==> src/rtl/ipi_cmd_pkg.sv <==
package ipi_cmd_pkg;
  typedef enum logic [1:0] {
    SEL_LOW  = 2'd0,
    SEL_HIGH = 2'd1
  } half_sel_e;

  typedef enum logic {
    ST_IDLE = 1'b0,
    ST_BUSY = 1'b1
  } dlv_state_e;
endpackage

==> src/rtl/ipi_half_regs.sv <==
module ipi_half_regs #(
  parameter int DATA_W = 32,
  parameter int LOW_W  = 11
) (
  input  logic              clk,
  input  logic              rst_n,
  input  logic              ld_high,
  input  logic              ld_low,
  input  logic [DATA_W-1:0] din,
  output logic [DATA_W-1:0] high_q,
  output logic [LOW_W-1:0]  low_q
);
  always_ff @(posedge clk) begin
    if (!rst_n) begin
      high_q <= '0;
      low_q  <= '0;
    end else begin
      if (ld_high) high_q <= din;
      if (ld_low)  low_q  <= din[LOW_W-1:0];
    end
  end
endmodule

==> src/rtl/ipi_send_ctrl.sv <==
module ipi_send_ctrl
  import ipi_cmd_pkg::*;
(
  input  logic clk,
  input  logic rst_n,
  input  logic low_req,
  input  logic accept,
  output logic launch,
  output logic busy,
  output logic err
);
  dlv_state_e state_q, state_d;
  logic       err_q;

  assign busy   = (state_q == ST_BUSY);
  assign launch = low_req && (state_q == ST_IDLE);
  assign err    = err_q;

  always_comb begin
    state_d = state_q;
    case (state_q)
      ST_IDLE: if (low_req) state_d = ST_BUSY;
      ST_BUSY: if (accept)  state_d = ST_IDLE;
      default: state_d = ST_IDLE;
    endcase
  end

  always_ff @(posedge clk) begin
    if (!rst_n) begin
      state_q <= ST_IDLE;
      err_q   <= 1'b0;
    end else begin
      state_q <= state_d;
      if (low_req && state_q == ST_BUSY) err_q <= 1'b1;
    end
  end
endmodule

==> src/rtl/ipi_msg_slot.sv <==
module ipi_msg_slot #(
  parameter int DEST_W = 8,
  parameter int VEC_W  = 8
) (
  input  logic                    clk,
  input  logic                    rst_n,
  input  logic                    load,
  input  logic [DEST_W-1:0]       dest_in,
  input  logic [VEC_W-1:0]        vec_in,
  output logic [DEST_W+VEC_W-1:0] msg_q
);
  always_ff @(posedge clk) begin
    if (!rst_n) msg_q <= '0;
    else if (load) msg_q <= {dest_in, vec_in};
  end
endmodule

==> src/rtl/ipi_cmd_reg.sv <==
module ipi_cmd_reg
  import ipi_cmd_pkg::*;
#(
  parameter int DATA_W   = 32,
  parameter int ADDR_W   = 2,
  parameter int DEST_W   = 8,
  parameter int VEC_W    = 8,
  parameter int MODE_W   = 3,
  parameter int STAT_BIT = 12,
  parameter int ERR_BIT  = 13
) (
  input  logic                    clk,
  input  logic                    rst_n,
  input  logic                    wr_en,
  input  logic [ADDR_W-1:0]       wr_addr,
  input  logic [DATA_W-1:0]       wr_data,
  input  logic [ADDR_W-1:0]       rd_addr,
  output logic [DATA_W-1:0]       rd_data,
  output logic                    msg_valid,
  input  logic                    msg_ready,
  output logic [DEST_W+VEC_W-1:0] msg_data
);
  localparam int DEST_LSB = DATA_W - DEST_W;
  localparam int MODE_LSB = VEC_W;
  localparam int LOW_W    = MODE_LSB + MODE_W;
  localparam logic [ADDR_W-1:0] LOW_ADDR  = ADDR_W'(SEL_LOW);
  localparam logic [ADDR_W-1:0] HIGH_ADDR = ADDR_W'(SEL_HIGH);

  logic              wr_high, wr_low, launch, busy, err;
  logic [DATA_W-1:0] high_q;
  logic [LOW_W-1:0]  low_q;

  assign wr_high = wr_en && (wr_addr == HIGH_ADDR);
  assign wr_low  = wr_en && (wr_addr == LOW_ADDR);

  ipi_send_ctrl u_ctrl (
    .clk(clk), .rst_n(rst_n), .low_req(wr_low),
    .accept(msg_valid && msg_ready),
    .launch(launch), .busy(busy), .err(err)
  );

  ipi_half_regs #(.DATA_W(DATA_W), .LOW_W(LOW_W)) u_regs (
    .clk(clk), .rst_n(rst_n), .ld_high(wr_high), .ld_low(launch),
    .din(wr_data), .high_q(high_q), .low_q(low_q)
  );

  ipi_msg_slot #(.DEST_W(DEST_W), .VEC_W(VEC_W)) u_msg (
    .clk(clk), .rst_n(rst_n), .load(launch),
    .dest_in(high_q[DATA_W-1:DEST_LSB]), .vec_in(wr_data[VEC_W-1:0]),
    .msg_q(msg_data)
  );

  assign msg_valid = busy;

  always_comb begin
    rd_data = '0;
    if (rd_addr == HIGH_ADDR) begin
      rd_data = high_q;
    end else if (rd_addr == LOW_ADDR) begin
      rd_data[LOW_W-1:0] = low_q;
      rd_data[STAT_BIT]  = busy;
      rd_data[ERR_BIT]   = err;
    end
  end
endmodule

==> config.mk <==
export PLATFORM = sky130hd
export DESIGN_NAME = ipi_cmd_reg
export DESIGN_NICKNAME = d
export VERILOG_FILES = /design/src/rtl/ipi_cmd_pkg.sv /design/src/rtl/ipi_half_regs.sv /design/src/rtl/ipi_send_ctrl.sv /design/src/rtl/ipi_msg_slot.sv /design/src/rtl/ipi_cmd_reg.sv
export SDC_FILE = /design/constraint.sdc
export NUM_CORES = 1
export LEC_CHECK = 0
export BUFFER_PORTS_ARGS = -buffer_cell sky130_fd_sc_hd__clkbuf_2
export CORE_ASPECT_RATIO = 1.25
export CORE_MARGIN = 8
export CORE_UTILIZATION = 50
export DETAILED_ROUTE_END_ITERATION = 7
export HOLD_SLACK_MARGIN = 0.15
export PLACE_DENSITY = 0.91
export SLEW_MARGIN = 10
export SYNTH_ARGS = -nofsm -noshare
export SYNTH_HDL_FRONTEND = slang
export SYNTH_HIERARCHICAL = 1
export SYNTH_SLANG_ARGS = --single-unit
==> constraint.sdc <==
create_clock -name clk -period 4.5 [get_ports clk]
set_input_delay 0.9 -clock clk [delete_from_list [all_inputs] [get_ports clk]]
set_output_delay 0.9 -clock clk [all_outputs]
set_load 0.01 [all_outputs]
Word level (Yosys, flattened, before mapping)
Index checks and enable logic that the tools add are counted.
{ "word_totals": {"register_bits": 61, "in_bits": 40, "out_inout_bits": 49, "word_cells": 24} }
{ "op_classes": {"eq_ne": 2, "n_mux": 9, "bitwise_logic": 1, "reduce_logical": 7} }
{ "ops": {"columns": ["op", "count"], "rows": [
  ["two-way mux 11 bit", 2],
  ["two-way mux 18 bit", 1],
  ["logical AND 1 bit", 5],
  ["equality test 2 x 1 -> 1 bit (second input constant)", 2],
  ["zero test 2 bit", 2],
  ["two-way mux 2 bit", 2],
  ["two-way mux 1 bit", 3],
  ["one-hot mux 1 bit (2 select lines)", 1],
  ["inverter 1 bit", 1]
]} }

Logic depth before layout (Yosys ltp)
{ "logic_depth": {"depth_word": 4, "mapped_depth": 6, "mapped_depth_nobuf": 4} }

Cells and area by module
The synthesis kept the hierarchy.
{ "modules_own_cells": {"columns": ["mod", "instances", "cells_each", "area_per_inst_um2", "seq_area_each_um2"], "rows": [
  ["ipi_half_regs", 1, 138, 1654.1, 860.8],
  ["ipi_msg_slot", 1, 51, 615.6, 320.3],
  ["ipi_cmd_reg", 1, 53, 392.9, 0.0],
  ["ipi_send_ctrl", 1, 7, 71.3, 40.0]
]} }

Least setup slack after synthesis
No wires, ideal clock.
{ "synth_path": {"path_kind": "input port to output port", "from": "input rd_addr[0]", "to": "output rd_data[21]", "arrival_time_ns": 1.473, "t_required_ns": 3.600, "path_slack_ns": 2.127, "cell_stages": 4, "path_buffers": 2, "path_cell_list": "buf_6 and2b_4 buf_6 and2_4"} }
{ "synth_via": {"elab_chain_cells": 2} }
{ "synth_lines": {"columns": ["item", "line", "rtl"], "rows": [
  ["from (decl)", "ipi_cmd_reg.sv:17", "input logic [ADDR_W-1:0] rd_addr,"],
  ["equality test 2 x 1 -> 1 bit", "ipi_cmd_reg.sv:57", "if (rd_addr == HIGH_ADDR) begin"],
  ["two-way mux 18 bit", "ipi_cmd_reg.sv:57", null],
  ["to (decl)", "ipi_cmd_reg.sv:18", "output logic [DATA_W-1:0] rd_data,"]
]} }
Every way passes these cells.

Final worst setup path
{ "layout_path": {"from": "input rd_addr[0]", "to": "output rd_data[22]"} }
Same word-level chain as after synthesis.

==> results.toml <==
[cells_and_area]
antennaDiodeCount = 0
areaGrowthSynthToFinish_pct = 19.1
post_route_cells_drive_above_1_share_pct = 33.6
final_core_util_pct = 60.7
final_net_count = 372

[setup_path]
cpMostUsedCell = "clkbuf_2"
crit_path_top_delay_cell = "clkbuf_2"
cp-end-kind = "primary output"
critical_path.max_stage_delay_ps = 380
setup.worst_path.start_class = "input pin"
crit_arrival_ps = 1950
cp_max_fo = 19
worstPathCellList = "clkbuf_2, and2b_4, and2_4, clkbuf_2"
setup.worst_path.class = "in -> out"
critPathRequiredTime_ps = 3600

[sta]
fin_worst_skew_ps = 5.25
period_minus_slack_ps = 2850
max_slew_margin_pct = 30.2
report.final.setup_viol = 0
final.hold.worst_slack_ps = 506
timing_worst_slew_pin_value_ps = 1050
min_period_over_period_pct = 63.3
report.final.hold_viol_count = 0
setup_tns_ps = 0
slew_viol_final = 0
unrepaired_setup_endpoints_after_global_routing = "no"
fmaxAchievable_ghz = 0.351

[logic_synthesis]
synth.yosys.warnings = 6
synth.avg_cell_area_um2 = 11.0
synth_cells = 249
syn_area_mm2 = 0.00273
synth-seq-area-share_pct = 44.7
yosys_register_bits = 61
syn-num-nets = 289
synth_cell_types = 16

[power]
vdd.ir_drop.worst_mv = 0.214
static-leakage-power_uw = 0.00137
pwr_density_mw_per_mm2 = 330

[drt]
drt-wirelength-per-cell_um = 14.6
num_vias = 1989
detail_route.vias_per_cell = 4.97
total_drc_errors_in_the_routed_layout = 0
first_pass_iters = 4
drt_iter0_markers = 102
routed_wirelength_um = 5830
postRouteAntennaNets = 0

[floorplan]
fp.coreArea_mm2 = 0.00537
num_io_pins = 89
floorplan.rows = 30
dieArea_mm2 = 0.00810
die_height_um = 98.7
floorplan.initialDensity_pct = 50.9
die_w_um = 82.1

[clock_network]
cts_made_buffers = 9
cts.clk_slew.worst_paths_ps = 60
post-cts-setup-buffer-count = 0
cts_hold_buf = 0
h-tree-depth = 3
clock_tree_root_driver_cell = "clkbuf_8"
clock_tree.buffer_depth = 2
cts_sinks = 61
post_cts_resize_count = 0
cts_tree = "done"
clk-insertion-delay-late_ps = 330

[global_routing]
grt_pass1_vias = 2064
globalRoute.totalOverflow = 0
grt_start_max_net_pins = 62
grtUsageTotal_pct = 14.8
number_of_antenna_violations_at_the_first_check_in_global_routing = 0
wire_length_of_the_first_global_routing_pass_um = 9450

[place]
detailed_place_hpwl_um = 4040
port_buffers = 88
place_congestion = 0.692

[min_path]
worstHoldPathType = "reg -> reg"

[run]
maxCapViolations = 0

[run_status]
outcome = "completed"
==> through the flow <==
stage / std cells / setup slack, ps / total power [µW] / cell area [µm²]
6_report: 400 / 1650 / 1080 / 3260
5_1_grt: 400 / 1540 / 1120 / 3260
4_1_cts: 400 / 1590 / 1090 / 3260
3_5_place_dp: 385 / 1580 / 684 / 3100
3_3_place_gp: 385 / 1650 / 680 / 3100
2_1_floorplan: 249 / 2130 / 652 / 2730
==> power breakdown <==
group / internal [µW] / switching, µW / leakage, µW / total, µW
registers: 557 / 9.39 / 0.000495 / 566
logic: 53.8 / 50.6 / 0.000794 / 104
clock network: 211 / 194 / 0.0000833 / 405
==> worst paths after layout <==
path                                       start                              to  slack [ps]  depth (start not counted)
hold reg to reg   u_regs/high_q[14]$_SDFFE_PN0P_  u_regs/high_q[14]$_SDFFE_PN0P_         510                          2
setup reg to reg          u_ctrl/busy$_SDFF_PN0_    u_regs/low_q[0]$_SDFFE_PN0P_        2810                          3
hold / removal    u_regs/high_q[14]$_SDFFE_PN0P_  u_regs/high_q[14]$_SDFFE_PN0P_         510                          2
setup / recovery                      rd_addr[0]                     rd_data[22]        1650                          4
==> registers in the layout, summed over array words and instances, names as in the netlist <==
signal         flops
u_ctrl/busy        1
u_ctrl/err         1
u_msg/msg_q       16
u_regs/high_q     32
u_regs/low_q      11
==> layer usage <==
metal | routed length [µm] | share of wire, % | GRT usage (%) | vias to the layer above
li1 | - | - | - | 985
met1 | 2410 | 41 | 15.5 | 945
met2 | 3020 | 52 | 25.5 | 47
met3 | 284 | 4.9 | 3.73 | 12
met4 | 127 | 2.2 | 8.67 | 0
met5 | 0 | 0 | 0 | -
==> layout by cell type, fill, tap and decap left out <==
master / synthesis / final
clkbuf_1: 6 / 3
clkbuf_8: 0 / 10
nor2_1: 13 / 13
and2_4: 10 / 10
nor3b_1: 1 / 1
clkbuf_2: 0 / 88
dfxtp_1: 61 / 61
and2b_4: 1 / 1
nor2b_4: 0 / 1
and3b_2: 0 / 1
nor2b_1: 61 / 60
and2_1: 10 / 10
a21oi_1: 1 / 1
clkinv_2: 0 / 2
mux2i_1: 72 / 72
o211a_1: 1 / 1
nand2_1: 1 / 1
==> layout make-up <==
type                            instances  area (µm²)
Multi-Input combinational cell        172        1360
Timing Repair Buffer                   88         440
Sequential cell                        61        1220
Clock inverter                          2        10.0
Clock buffer                           13         149
Fill cell                             483        2110
Tap cell                               64        80.1
==> cell usage after synthesis, drive strengths merged <==
master,count,share of area (%)
nand2,1,0.14
buf,10,5.3
a21oi,1,0.18
and2,20,5.5
nor2,13,1.8
dfxtp,61,45
nor3b,1,0.27
mux2i,72,26
and3b,1,0.32
clkbuf,6,0.82
and2b,1,0.37
o211a,1,0.37
nor2b,61,14
==> kinds of logic after synthesis <==
group	after synthesis	share of synthesized area [%]
and+or+nand+nor	98	22.3
muxes	72	26.4
DFF	61	44.7
buffers and inverters	16	6.09
AOI/OAI and AO/OA	2	0.549
==> worst max-delay path: cells and delay by family <==
family | cells | cell delay, ps
simple gates | 2 | 530
buf+inv | 2 | 500
No activity file was read; power rests on OpenSTA's default activity.
